### src/rtl/lsp_gw_pkg.sv
package lsp_gw_pkg;
  localparam logic [3:0] TS_TLR   = 4'hF;
  localparam logic [3:0] TS_RTI   = 4'hC;
  localparam logic [3:0] TS_SELDR = 4'h7;
  localparam logic [3:0] TS_CDR   = 4'h6;
  localparam logic [3:0] TS_SDR   = 4'h2;
  localparam logic [3:0] TS_PDR   = 4'h3;
  localparam logic [3:0] TS_E2DR  = 4'h0;
  localparam logic [3:0] TS_UDR   = 4'h5;
  localparam logic [3:0] TS_PIR   = 4'hB;
  localparam logic [3:0] TS_UIR   = 4'hD;

  localparam logic [7:0] OP_PARK_TLR   = 8'hC5;
  localparam logic [7:0] OP_PARK_RTI   = 8'h84;
  localparam logic [7:0] OP_PARK_PAUSE = 8'hC6;
  localparam logic [7:0] OP_UNPARK     = 8'hE7;
  localparam logic [7:0] OP_MODE       = 8'h8E;

  typedef enum logic [2:0] {
    PS_UNPARKED,
    PS_WAIT_RTI,
    PS_WAIT_PAUSE,
    PS_HELD_TLR,
    PS_HELD_RTI,
    PS_HELD_PDR,
    PS_HELD_PIR
  } park_e;
endpackage

### src/rtl/lsp_park_port.sv
module lsp_park_port
  import lsp_gw_pkg::*;
(
  input  logic       clk_i,
  input  logic       rst_ni,
  input  logic [3:0] tap_state_i,
  input  logic [7:0] ir_i,
  input  logic       sel_i,
  input  logic       tms_i,
  output logic       tms_o,
  output logic       active_o
);
  park_e st_q;

  always_ff @(posedge clk_i or negedge rst_ni) begin
    if (!rst_ni) begin
      st_q <= PS_HELD_TLR;
    end else if (tap_state_i == TS_UIR) begin
      if (sel_i) begin
        case (ir_i)
          OP_PARK_TLR:   if (st_q == PS_UNPARKED) st_q <= PS_HELD_TLR;
          OP_PARK_RTI:   if (st_q == PS_UNPARKED) st_q <= PS_WAIT_RTI;
          OP_PARK_PAUSE: if (st_q == PS_UNPARKED) st_q <= PS_WAIT_PAUSE;
          OP_UNPARK:     st_q <= PS_UNPARKED;
          default:       ;
        endcase
      end
    end else begin
      case (st_q)
        PS_WAIT_RTI:   if (tap_state_i == TS_RTI) st_q <= PS_HELD_RTI;
        PS_WAIT_PAUSE: begin
          if (tap_state_i == TS_PDR) st_q <= PS_HELD_PDR;
          else if (tap_state_i == TS_PIR) st_q <= PS_HELD_PIR;
        end
        default: ;
      endcase
    end
  end

  always_comb begin
    case (st_q)
      PS_HELD_TLR:                          tms_o = 1'b1;
      PS_HELD_RTI, PS_HELD_PDR, PS_HELD_PIR: tms_o = 1'b0;
      default:                              tms_o = tms_i;
    endcase
  end

  assign active_o = (st_q == PS_UNPARKED);

  logic uir_sel;
  assign uir_sel = (tap_state_i == TS_UIR) && sel_i;

  AST_UNPARK_JOINS: assert property (@(posedge clk_i) disable iff (!rst_ni)
    (uir_sel && ir_i == OP_UNPARK) |=> active_o);
  AST_PARK_TLR_HIGH: assert property (@(posedge clk_i) disable iff (!rst_ni)
    (uir_sel && ir_i == OP_PARK_TLR && active_o) |=> (!active_o && tms_o));
  AST_RTI_SETTLES: assert property (@(posedge clk_i) disable iff (!rst_ni)
    (st_q == PS_WAIT_RTI && tap_state_i == TS_RTI) |=> !tms_o);
  AST_HELD_LOW_STAYS: assert property (@(posedge clk_i) disable iff (!rst_ni)
    ((st_q == PS_HELD_RTI || st_q == PS_HELD_PDR || st_q == PS_HELD_PIR) &&
     !(uir_sel && ir_i == OP_UNPARK)) |=> !tms_o);
endmodule

### src/rtl/lsp_mode_reg.sv
module lsp_mode_reg
  import lsp_gw_pkg::*;
#(
  parameter int unsigned WIDTH = 6
) (
  input  logic             clk_i,
  input  logic             rst_ni,
  input  logic [3:0]       tap_state_i,
  input  logic [7:0]       ir_i,
  input  logic             tdi_i,
  output logic [WIDTH-1:0] mode_o,
  output logic             sout_o
);
  logic [WIDTH-1:0] sr_q;

  always_ff @(posedge clk_i or negedge rst_ni) begin
    if (!rst_ni) begin
      sr_q   <= '0;
      mode_o <= '0;
    end else if (tap_state_i == TS_TLR) begin
      sr_q   <= '0;
      mode_o <= '0;
    end else if (ir_i == OP_MODE) begin
      case (tap_state_i)
        TS_CDR:  sr_q   <= mode_o;
        TS_SDR:  sr_q   <= {tdi_i, sr_q[WIDTH-1:1]};
        TS_UDR:  mode_o <= sr_q;
        default: ;
      endcase
    end
  end

  assign sout_o = sr_q[0];

  AST_MODE_CLEARED: assert property (@(posedge clk_i) disable iff (!rst_ni)
    (tap_state_i == TS_TLR) |=> (mode_o == '0));
endmodule

### src/rtl/lsp_chain_section.sv
module lsp_chain_section #(
  parameter int unsigned PORTS = 3
) (
  input  logic             clk_i,
  input  logic             rst_ni,
  input  logic [PORTS-1:0] member_i,
  input  logic             sdi_i,
  input  logic [PORTS-1:0] lsp_tdo_i,
  output logic [PORTS-1:0] lsp_tdi_o,
  output logic             sdo_o,
  output logic             bypass_o
);
  logic [PORTS:0]   link;
  logic [PORTS-1:0] pad_q;

  assign link[0] = sdi_i;

  for (genvar i = 0; i < PORTS; i++) begin : g_port
    always_ff @(posedge clk_i or negedge rst_ni) begin
      if (!rst_ni) pad_q[i] <= 1'b0;
      else         pad_q[i] <= lsp_tdo_i[i];
    end
    assign lsp_tdi_o[i] = member_i[i] ? link[i] : 1'b1;
    assign link[i+1]    = member_i[i] ? pad_q[i] : link[i];
  end

  assign sdo_o    = link[PORTS];
  assign bypass_o = ~|member_i;
endmodule

### src/rtl/lsp_chain_builder.sv
module lsp_chain_builder
  import lsp_gw_pkg::*;
#(
  parameter int unsigned N_SEC     = 2,
  parameter int unsigned SEC_PORTS = 3,
  localparam int unsigned N_PORTS  = N_SEC * SEC_PORTS
) (
  input  logic               clk_i,
  input  logic               rst_ni,
  input  logic [3:0]         tap_state_i,
  input  logic [7:0]         ir_i,
  input  logic               tms_i,
  input  logic               tdi_i,
  input  logic [N_PORTS-1:0] lsp_tdo_i,
  output logic [N_PORTS-1:0] lsp_tdi_o,
  output logic [N_PORTS-1:0] lsp_tms_o,
  output logic               tdo_o
);
  logic [N_PORTS-1:0] mode, active, member;
  logic [N_SEC:0]     sec_link;
  logic [N_SEC-1:0]   sec_bypass;
  logic               mode_sout, own_q, all_bypass, chain_out;

  lsp_mode_reg #(.WIDTH(N_PORTS)) u_mode (
    .clk_i, .rst_ni, .tap_state_i, .ir_i, .tdi_i,
    .mode_o(mode), .sout_o(mode_sout)
  );

  for (genvar p = 0; p < N_PORTS; p++) begin : g_park
    lsp_park_port u_park (
      .clk_i, .rst_ni, .tap_state_i, .ir_i,
      .sel_i(mode[p]), .tms_i,
      .tms_o(lsp_tms_o[p]), .active_o(active[p])
    );
  end

  assign member      = active & mode;
  assign sec_link[0] = tdi_i;

  for (genvar s = 0; s < N_SEC; s++) begin : g_sec
    lsp_chain_section #(.PORTS(SEC_PORTS)) u_sec (
      .clk_i, .rst_ni,
      .member_i (member[s*SEC_PORTS +: SEC_PORTS]),
      .sdi_i    (sec_link[s]),
      .lsp_tdo_i(lsp_tdo_i[s*SEC_PORTS +: SEC_PORTS]),
      .lsp_tdi_o(lsp_tdi_o[s*SEC_PORTS +: SEC_PORTS]),
      .sdo_o    (sec_link[s+1]),
      .bypass_o (sec_bypass[s])
    );
  end

  always_ff @(posedge clk_i or negedge rst_ni) begin
    if (!rst_ni) own_q <= 1'b0;
    else         own_q <= tdi_i;
  end

  assign all_bypass = &sec_bypass;
  assign chain_out  = all_bypass ? own_q : sec_link[N_SEC];
  assign tdo_o      = (ir_i == OP_MODE) ? mode_sout : chain_out;

  AST_LOOP_ONE_CYCLE: assert property (@(posedge clk_i) disable iff (!rst_ni)
    (all_bypass && ir_i != OP_MODE) |=>
      (!all_bypass || ir_i == OP_MODE || tdo_o == $past(tdi_i)));
endmodule

### config.mk
export PLATFORM = sky130hd
export DESIGN_NAME = lsp_chain_builder
export DESIGN_NICKNAME = d
export VERILOG_FILES = /design/src/rtl/lsp_gw_pkg.sv /design/src/rtl/lsp_park_port.sv /design/src/rtl/lsp_mode_reg.sv /design/src/rtl/lsp_chain_section.sv /design/src/rtl/lsp_chain_builder.sv
export SDC_FILE = /design/constraint.sdc
export NUM_CORES = 1
export LEC_CHECK = 0
export BUFFER_PORTS_ARGS = -buffer_cell sky130_fd_sc_hd__buf_2
export CORE_UTILIZATION = 29
export DETAILED_ROUTE_END_ITERATION = 12
export SLEW_MARGIN = 20
export SYNTH_ARGS = -nofsm -noshare
export SYNTH_HDL_FRONTEND = slang
export SYNTH_SLANG_ARGS = --single-unit
### constraint.sdc
create_clock -name clk_i -period 5.36 [get_ports clk_i]
set_input_delay 1.608 -clock clk_i [delete_from_list [all_inputs] [get_ports clk_i]]
set_output_delay 1.608 -clock clk_i [all_outputs]
set_load 0.02 [all_outputs]
==> impl_metrics.json, run 1 <==
{
  "status": "completed",
  "grt_pass1_vias": 2067,
  "fin_crit_sh_pct": 83.7,
  "grt_usage_pct": 15.1,
  "p_leak_uw": 0.00117,
  "synth_xor_area_share_pct": 1.38,
  "worstPathCellList": "buf_2 -> mux2_2 -> o21ai_1 -> a31oi_1 -> a211oi_1 -> o221ai_1 -> buf_2",
  "synth.area.mux_share_pct": 5.28,
  "num_vias": 2323,
  "fp.dieW_um": 95.5,
  "top_layer": "met4",
  "synthTopCellsByArea": "dfrtp_1 25%, dfstp_2 12%, nand2_1 6.7%",
  "endpoint_kind": "primary output",
  "clk_pin_slew_ns": 0.08,
  "cts_tree": "yes",
  "m1WireLength_um": 3050,
  "critPathSlowestCell": "mux2_2",
  "yosysTopAreaCellShare_pct": 24.7,
  "synth.most_common_cell": "nand2_1",
  "hpwlAfterDp_um": 4720,
  "dr_wl_met2_um": 3030,
  "max_clock_freq_mhz": 223,
  "ir_drop_mv": 0.104,
  "antenna_cells": 0,
  "critical_path.top_delay_family": "compound AO/OA/AOI/OAI gates",
  "grt_overflow": 0,
  "post_dp_cell_area_um2": 2720,
  "dp_slack_ns": 0.895,
  "fin_worst_skew_ns": 0.00669,
  "h-tree-depth": 2,
  "root_buffer": "clkbuf_8",
  "drc": 0,
  "report.final.hold_viol_count": 0,
  "slew_headroom_pct": 41.9,
  "antenna_left": 0,
  "required_ns": 3.75,
  "synth-edff-count": 0,
  "crit_type": "in -> out",
  "io_buffers": 34,
  "die_y_um": 95.5,
  "grt_pass1_wl_um": 10400,
  "syn_nets": 326,
  "synth_top_family_by_area": "simple AND/OR/NAND/NOR gates",
  "core_um2": 8340,
  "ys_top_cells_by_count": "45 x nand2_1, 30 x a21oi_1, 28 x nor2_1",
  "startpoint_type": "input pin",
  "synth_flop_cell": "dfrtp_1",
  "worstMarginPinSlew_ns": 0.859,
  "antenna_found_initial": 0,
  "synth_warnings": 0,
  "yosysSeqAreaShare_pct": 37.1,
  "fin_ws_ns": 0.876,
  "grt_max_degree": 38,
  "die-area_um2": 9120,
  "worst_path_most_repeated_cell": "buf_2",
  "numCtsBuffers": 5,
  "synth-compound-area-share_pct": 21.9,
  "intPower_uw": 562,
  "dr.pass1.iters": 5,
  "drv_slew": 0,
  "path_max_fanout": 4,
  "start_util_pct": 30.4,
  "post_cts_buffers": 0,
  "cap_violations": 0,
  "utilization_pct": 34.0,
  "crit_buf_inv": 2,
  "wirelength_um": 6540,
  "drive_gt1_share_pct": 22.1,
  "hold_path.class": "reg -> reg",
  "num_rows": 33,
  "synth_top_area_cell": "dfrtp_1",
  "rsz0062_at_grt": "no",
  "synthAdderAreaFrac_pct": 0.395,
  "total_power_uw": 853,
  "async_flop_share_pct": 100,
  "wl_per_cell_um": 15.2,
  "syn_to_final_growth_pct": 11.9,
  "cts_resized": 0,
  "pwr-share-clk_pct": 29.6,
  "ios": 35,
  "ys_ff_latch": 37,
  "ys_types": 59,
  "met3_length_um": 384,
  "clk_path_buf_depth": 2,
  "setup_violations": 0,
  "vias_per_cell": 5.39,
  "critPathMaxStageDelay_ns": 0.28,
  "seq_power_share_pct": 46.2,
  "synth.avg_cell_area_um2": 8.34,
  "critPathArrivalTime_ns": 2.88,
  "switchingPower_uw": 290,
  "p_comb_share_pct": 24.3,
  "finalInstanceArea_um2": 2840,
  "holdBufCountCts": 0,
  "switching_share_pct": 34.0,
  "synth_cells": 304,
  "p_per_area_nw_per_um2": 300,
  "finalSetupTns_ns": 0,
  "place_congestion": 0.871,
  "fin_nets": 347,
  "drt_iter0_drc": 188,
  "min_period_ns": 4.48,
  "synth-simple-area-share_pct": 27.2,
  "netlist_area_um2": 2530,
  "numClockSinks": 37,
  "clk_latency_ns": 0.30
}
power by group through the flow:
stage | logic, uW | registers (uW) | clock network (uW)
global placement | 202 | 396 | 0
finish | 207 | 394 | 252
CTS | 206 | 392 | 254
global route | 230 | 404 | 269
detailed placement | 205 | 398 | 0
floorplan | 177 | 368 | 0
metrics by stage:
step           std cells  hold WS (ns)
3_5_place_dp         423         0.512
5_1_grt              431         0.572
4_1_cts              431         0.532
6_report             431         0.528
2_1_floorplan        304         0.471
3_3_place_gp         423         0.508
cell type report:
type / count / area (um2)
Fill cell: 874 / 5500
Multi-Input combinational cell: 234 / 1420
Tap cell: 105 / 131
Sequential cell: 37 / 941
Clock inverter: 3 / 46.3
Clock buffer: 5 / 68.8
Inverter: 11 / 41.3
Timing Repair Buffer: 36 / 185
metal layers:
metal  up-vias  global-route usage (%)
met5         -                       0
met1      1106                    19.9
met2        80                    24.6
met4         0                    3.86
met3         6                    3.59
li1       1131                       -
worst min-delay path: stages (launching register included):
cell and delay [ns]:
dfrtp_1 0.37, nand2_1 0.06, o21ai_1 0.06
cell families (layout without fill, tap and decap cells):
logic type                 count (synthesis)  in the layout
AOI/OAI and AO/OA                         88             88
xor gates and xnor gates                   4              4
adders and majority gates                  1              1
buffers and inverters                     33             55
DFF                                       37             37
muxes                                     13             13
and+or+nand+nor                          128            128
placed cells by master (no fill, tap or decap), types with 5 or more instances in the layout:
master	instances
nand2_1	45
buf_2	34
a21oi_1	30
nor2_1	28
dfrtp_1	25
o21ai_0	16
dfstp_2	12
inv_1	11
nor3_1	10
mux2i_1	10
o21ai_1	9
nor4_1	6
clkbuf_8	5
flip-flops by register name, indices dropped and copies added (netlist names):
signal,cells
u_mode.sr_q,6
g_park.u_park.st_q,18
g_sec.u_sec.pad_q,6
u_mode.mode_o,6
own_q,1
worst paths after layout:
check | startpoint | end | slack, ns | cells after the start
worst min register to register | u_mode.sr_q[3] | u_mode.sr_q[3] | 0.53 | 2
worst min-delay path | u_mode.sr_q[3] | u_mode.sr_q[3] | 0.53 | 2
max in group asynchronous | rst_ni | u_mode.sr_q[2] | 3.40 | 1
min in group asynchronous | rst_ni | g_park[4].u_park.st_q[2] | 1.42 | 1
worst max register to register | g_park[2].u_park.st_q[1] | g_park[2].u_park.st_q[1] | 3.51 | 6
worst max-delay path | tdi_i | tdo_o | 0.88 | 7
(Power assumes the default switching activity.)
==> run 2: changes to the inputs <==
Clock period 5.36 ns to 3.92 ns, I/O delays scaled along.
==> impl_metrics.json, run 2 (synthesis results as in run 1) <==
{
  "root_buffer": "clkbuf_8",
  "fin_nets": 349,
  "drv_slew": 0,
  "grt_overflow": 0,
  "start_util_pct": 30.4,
  "crit_type": "reg -> out",
  "critPathSlowestCell": "dfrtp_1",
  "io_buffers": 34,
  "ir_drop_mv": 0.105,
  "fp.dieW_um": 95.5,
  "clk_latency_ns": 0.30,
  "rsz0062_at_grt": "no",
  "nFillCells": 860,
  "utilization_pct": 33.9,
  "antenna_found_initial": 0,
  "drive_gt1_share_pct": 22.6,
  "critPathMaxStageDelay_ns": 0.44,
  "r2r_slack_ns": 2.05,
  "ios": 35,
  "post_cts_buffers": 0,
  "p_leak_uw": 0.00117,
  "setup_violations": 0,
  "min_to": "u_mode.sr_q[4]",
  "fin_crit_sh_pct": 93.9,
  "drt_iter0_drc": 180,
  "antenna_left": 0,
  "die-area_um2": 9120,
  "largest_reg_flops": 18,
  "grt_pass1_wl_um": 10600,
  "place_congestion": 0.849,
  "wirelength_um": 6500,
  "critPathArrivalTime_ns": 2.50,
  "clk_path_buf_depth": 2,
  "cap_violations": 0,
  "layout_common_cells": "45 x nand2_1, 34 x buf_2, 30 x a21oi_1",
  "whs_path_depth": 2,
  "h-tree-depth": 2,
  "numClockSinks": 37,
  "r2r_cells": 6,
  "grt_max_degree": 38,
  "wl_per_cell_um": 15.0,
  "vias_per_cell": 5.26,
  "holdWs_ns": 0.522,
  "syn_to_final_growth_pct": 11.5,
  "numCtsBuffers": 5,
  "grt_usage_pct": 15.2,
  "antenna_cells": 0,
  "status": "completed",
  "layout_commonest_cell": "nand2_1",
  "num_vias": 2279,
  "startpoint_type": "register",
  "min_period_ns": 3.68,
  "required_ns": 2.74,
  "hpwlAfterDp_um": 4740,
  "r2r-end": "g_park[2].u_park.st_q[1]",
  "fin_worst_skew_ns": 0.00834,
  "r2r-start": "g_park[2].u_park.st_q[1]",
  "endpoint_kind": "primary output",
  "max_clock_freq_mhz": 272,
  "report.final.hold_viol_count": 0,
  "dr.pass1.iters": 4,
  "grt_pass1_vias": 2116,
  "worstPathCellList": "nor4b_2 -> mux2_2 -> o21ai_1 -> a31oi_1 -> a211oi_1 -> o221ai_1 -> buf_2",
  "hold_path.class": "reg -> reg",
  "min_from": "u_mode.sr_q[4]",
  "slew_headroom_pct": 43.4,
  "top_register": "g_park.u_park.st_q",
  "drc": 0,
  "die_y_um": 95.5,
  "core_um2": 8340,
  "holdBufCountCts": 0,
  "path_max_fanout": 6,
  "cts_tree": "yes",
  "total_power_uw": 1100,
  "clk_pin_slew_ns": 0.09,
  "p_per_area_nw_per_um2": 388,
  "finalSetupTns_ns": 0,
  "num_rows": 33,
  "cts_resized": 0,
  "worstMarginPinSlew_ns": 0.849
}
[run 2: worst max path at each step]
stage | start | endpoint | slack (ns)
3_5_place_dp | tdi_i | tdo_o | 0.29
3_3_place_gp | tdi_i | tdo_o | 0.34
5_1_grt | g_park[0].u_park.st_q[2] | tdo_o | 0.1
4_1_cts | g_park[0].u_park.st_q[2] | tdo_o | 0.27
6_report | g_park[0].u_park.st_q[2] | tdo_o | 0.24
2_1_floorplan | ir_i[5] | tdo_o | 0.49
[run 2: area by class of cell]
type	instances	area [um2]	share of cell area (%)
Multi-Input combinational cell	234	1420	50.4
Sequential cell	37	941	33.3
Timing Repair Buffer	38	200	7.08
Tap cell	105	131	4.65
Clock buffer	5	68.8	2.43
Inverter	11	41.3	1.46
Clock inverter	3	21.3	0.752
[run 2: critical path: cells and delay by family (launching register included)]
| family | cells | cell delay [ns] |
|---|---|---|
| compound gates | 4 | 0.72 |
| buf+inv | 1 | 0.18 |
| flops | 1 | 0.44 |
| mux | 1 | 0.41 |
| simple gates | 1 | 0.44 |
[run 2: routing by layer]
metal	GRT usage, %	share of wire (%)	vias to the layer above
met3	3.11	5.0	9
met5	0	0	-
met1	20.4	47	1073
met4	4.35	1.2	0
li1	-	-	1137
met2	24.6	46	60
[run 2: per-stage QoR]
step | cells | setup WS, ns | instance area (um2)
2_1_floorplan | 304 | 0.493 | 2530
3_3_place_gp | 425 | 0.344 | 2740
6_report | 433 | 0.239 | 2830
3_5_place_dp | 425 | 0.285 | 2740
4_1_cts | 433 | 0.272 | 2830
5_1_grt | 433 | 0.0965 | 2830
[run 2: power breakdown]
| group | switching, uW | internal, uW |
|---|---|---|
| clock | 151 | 126 |
| combinational | 159 | 121 |
| sequential | 82.7 | 458 |
==> run 3: changes to the inputs <==
Settings changed: PLACE_DENSITY set to 0.5.
==> impl_metrics.json, run 3 (synthesis results as in run 1) <==
{
  "status": "completed",
  "io_buffers": 34,
  "dp_cells": 426,
  "post_dp_cell_area_um2": 2750,
  "layout_commonest_cell": "nand2_1",
  "numClockSinks": 37,
  "p_leak_uw": 0.00117,
  "dr_wl_met2_um": 3090,
  "path_max_fanout": 6,
  "ios": 35,
  "clk_path_buf_depth": 2,
  "critPathArrivalTime_ns": 2.47,
  "drv_slew": 0,
  "rsz0062_at_grt": "no",
  "place_congestion": 0.789,
  "vias_per_cell": 5.17,
  "die_y_um": 95.5,
  "grt_usage_pct": 16.1,
  "numCtsBuffers": 5,
  "worstMarginPinSlew_ns": 0.859,
  "num_rows": 33,
  "num_vias": 2242,
  "r2r_cells": 6,
  "cts_tree": "yes",
  "drc": 0,
  "h-tree-depth": 2,
  "required_ns": 2.74,
  "nFillCells": 917,
  "finalInstanceArea_um2": 2840,
  "grt_pass1_wl_um": 11300,
  "met3_length_um": 328,
  "r2r_slack_ns": 2.10,
  "setup_violations": 0,
  "fp.dieW_um": 95.5,
  "grt_overflow": 0,
  "antenna_found_initial": 0,
  "ir_drop_mv": 0.124,
  "multi_input_area_um2": 1420,
  "drt_iter0_drc": 172,
  "antenna_cells": 0,
  "min_to": "u_mode.sr_q[5]",
  "whs_path_depth": 2,
  "p_per_area_nw_per_um2": 386,
  "hpwlAfterDp_um": 4990,
  "endpoint_kind": "primary output",
  "largest_reg_flops": 18,
  "clk_pin_slew_ns": 0.08,
  "grt_max_degree": 38,
  "holdBufCountCts": 0,
  "fin_crit_sh_pct": 93.1,
  "clk_latency_ns": 0.29,
  "r2r-end": "g_park[0].u_park.st_q[1]",
  "stdcell_count": 434,
  "hold_path.class": "reg -> reg",
  "cts_resized": 0,
  "startpoint_type": "register",
  "top_layer": "met4",
  "crit_type": "reg -> out",
  "m1WireLength_um": 3250,
  "root_buffer": "clkbuf_8",
  "min_period_ns": 3.65,
  "report.final.hold_viol_count": 0,
  "drive_gt1_share_pct": 22.8,
  "r2r-start": "g_park[0].u_park.st_q[1]",
  "finalSetupTns_ns": 0,
  "layout_common_cells": "45 x nand2_1, 34 x buf_2, 30 x a21oi_1",
  "min_from": "u_mode.sr_q[5]",
  "top_register": "g_park.u_park.st_q",
  "total_power_uw": 1090,
  "post_cts_buffers": 0,
  "grt_pass1_vias": 2202,
  "die-area_um2": 9120,
  "wirelength_um": 6720,
  "fin_nets": 350,
  "start_util_pct": 30.4,
  "dr.pass1.iters": 4,
  "regArea_um2": 941,
  "wl_per_cell_um": 15.5,
  "cap_violations": 0,
  "max_clock_freq_mhz": 274,
  "antenna_left": 0,
  "utilization_pct": 34.0,
  "fin_worst_skew_ns": 0.00372,
  "syn_to_final_growth_pct": 11.9,
  "core_um2": 8340,
  "slew_headroom_pct": 42.7
}
run 3: changes by cell type in the layout (fill, tap and decap cells not counted), sizes merged:
cell / change
inv: -1
buf: +1
clkinv: +2
clkinvlp: -1
run 3: per-stage QoR:
| stage | setup slack (ns) | hold WS [ns] |
|---|---|---|
| floorplan | 0.493 | 0.471 |
| global placement | 0.327 | 0.496 |
| detailed placement | 0.314 | 0.501 |
| CTS | 0.232 | 0.521 |
| global route | 0.0981 | 0.546 |
| finish | 0.271 | 0.517 |
run 3: report_power, final:
group,internal [uW],total (uW),switching [uW],leakage [uW]
logic,121,275,154,0.000689
clock network,126,280,153,0.0000481
registers,458,540,82.1,0.000437
run 3: cell type report:
cell class                      count  area share, %
Sequential cell                    37           33.2
Clock buffer                        5           2.43
Multi-Input combinational cell    234           50.2
Clock inverter                      3          0.794
Tap cell                          105           4.63
Inverter                           11           1.46
Timing Repair Buffer               39           7.32
run 3: worst max path at each step:
| stage | startpoint | to | slack [ns] |
|---|---|---|---|
| CTS | g_park[0].u_park.st_q[2] | tdo_o | 0.23 |
| detailed placement | tdi_i | tdo_o | 0.31 |
| floorplan | ir_i[5] | tdo_o | 0.49 |
| global placement | tdi_i | tdo_o | 0.33 |
| global route | g_park[0].u_park.st_q[2] | tdo_o | 0.1 |
| finish | g_park[0].u_park.st_q[2] | tdo_o | 0.27 |
run 3: worst max-delay path: stages (launching register included):
cell and delay [ns]:
dfrtp_1 0.44, nor4b_2 0.47, mux2_2 0.41, o21ai_1 0.21, a31oi_1 0.14, a211oi_1 0.18
o221ai_1 0.15, buf_2 0.18
run 3: layer usage:
layer  vias to the layer above  track usage [%]
li1                       1143                -
met1                      1042             22.7
met2                        50             26.0
met3                         7             2.63
met4                         0             3.36
met5                         -                0
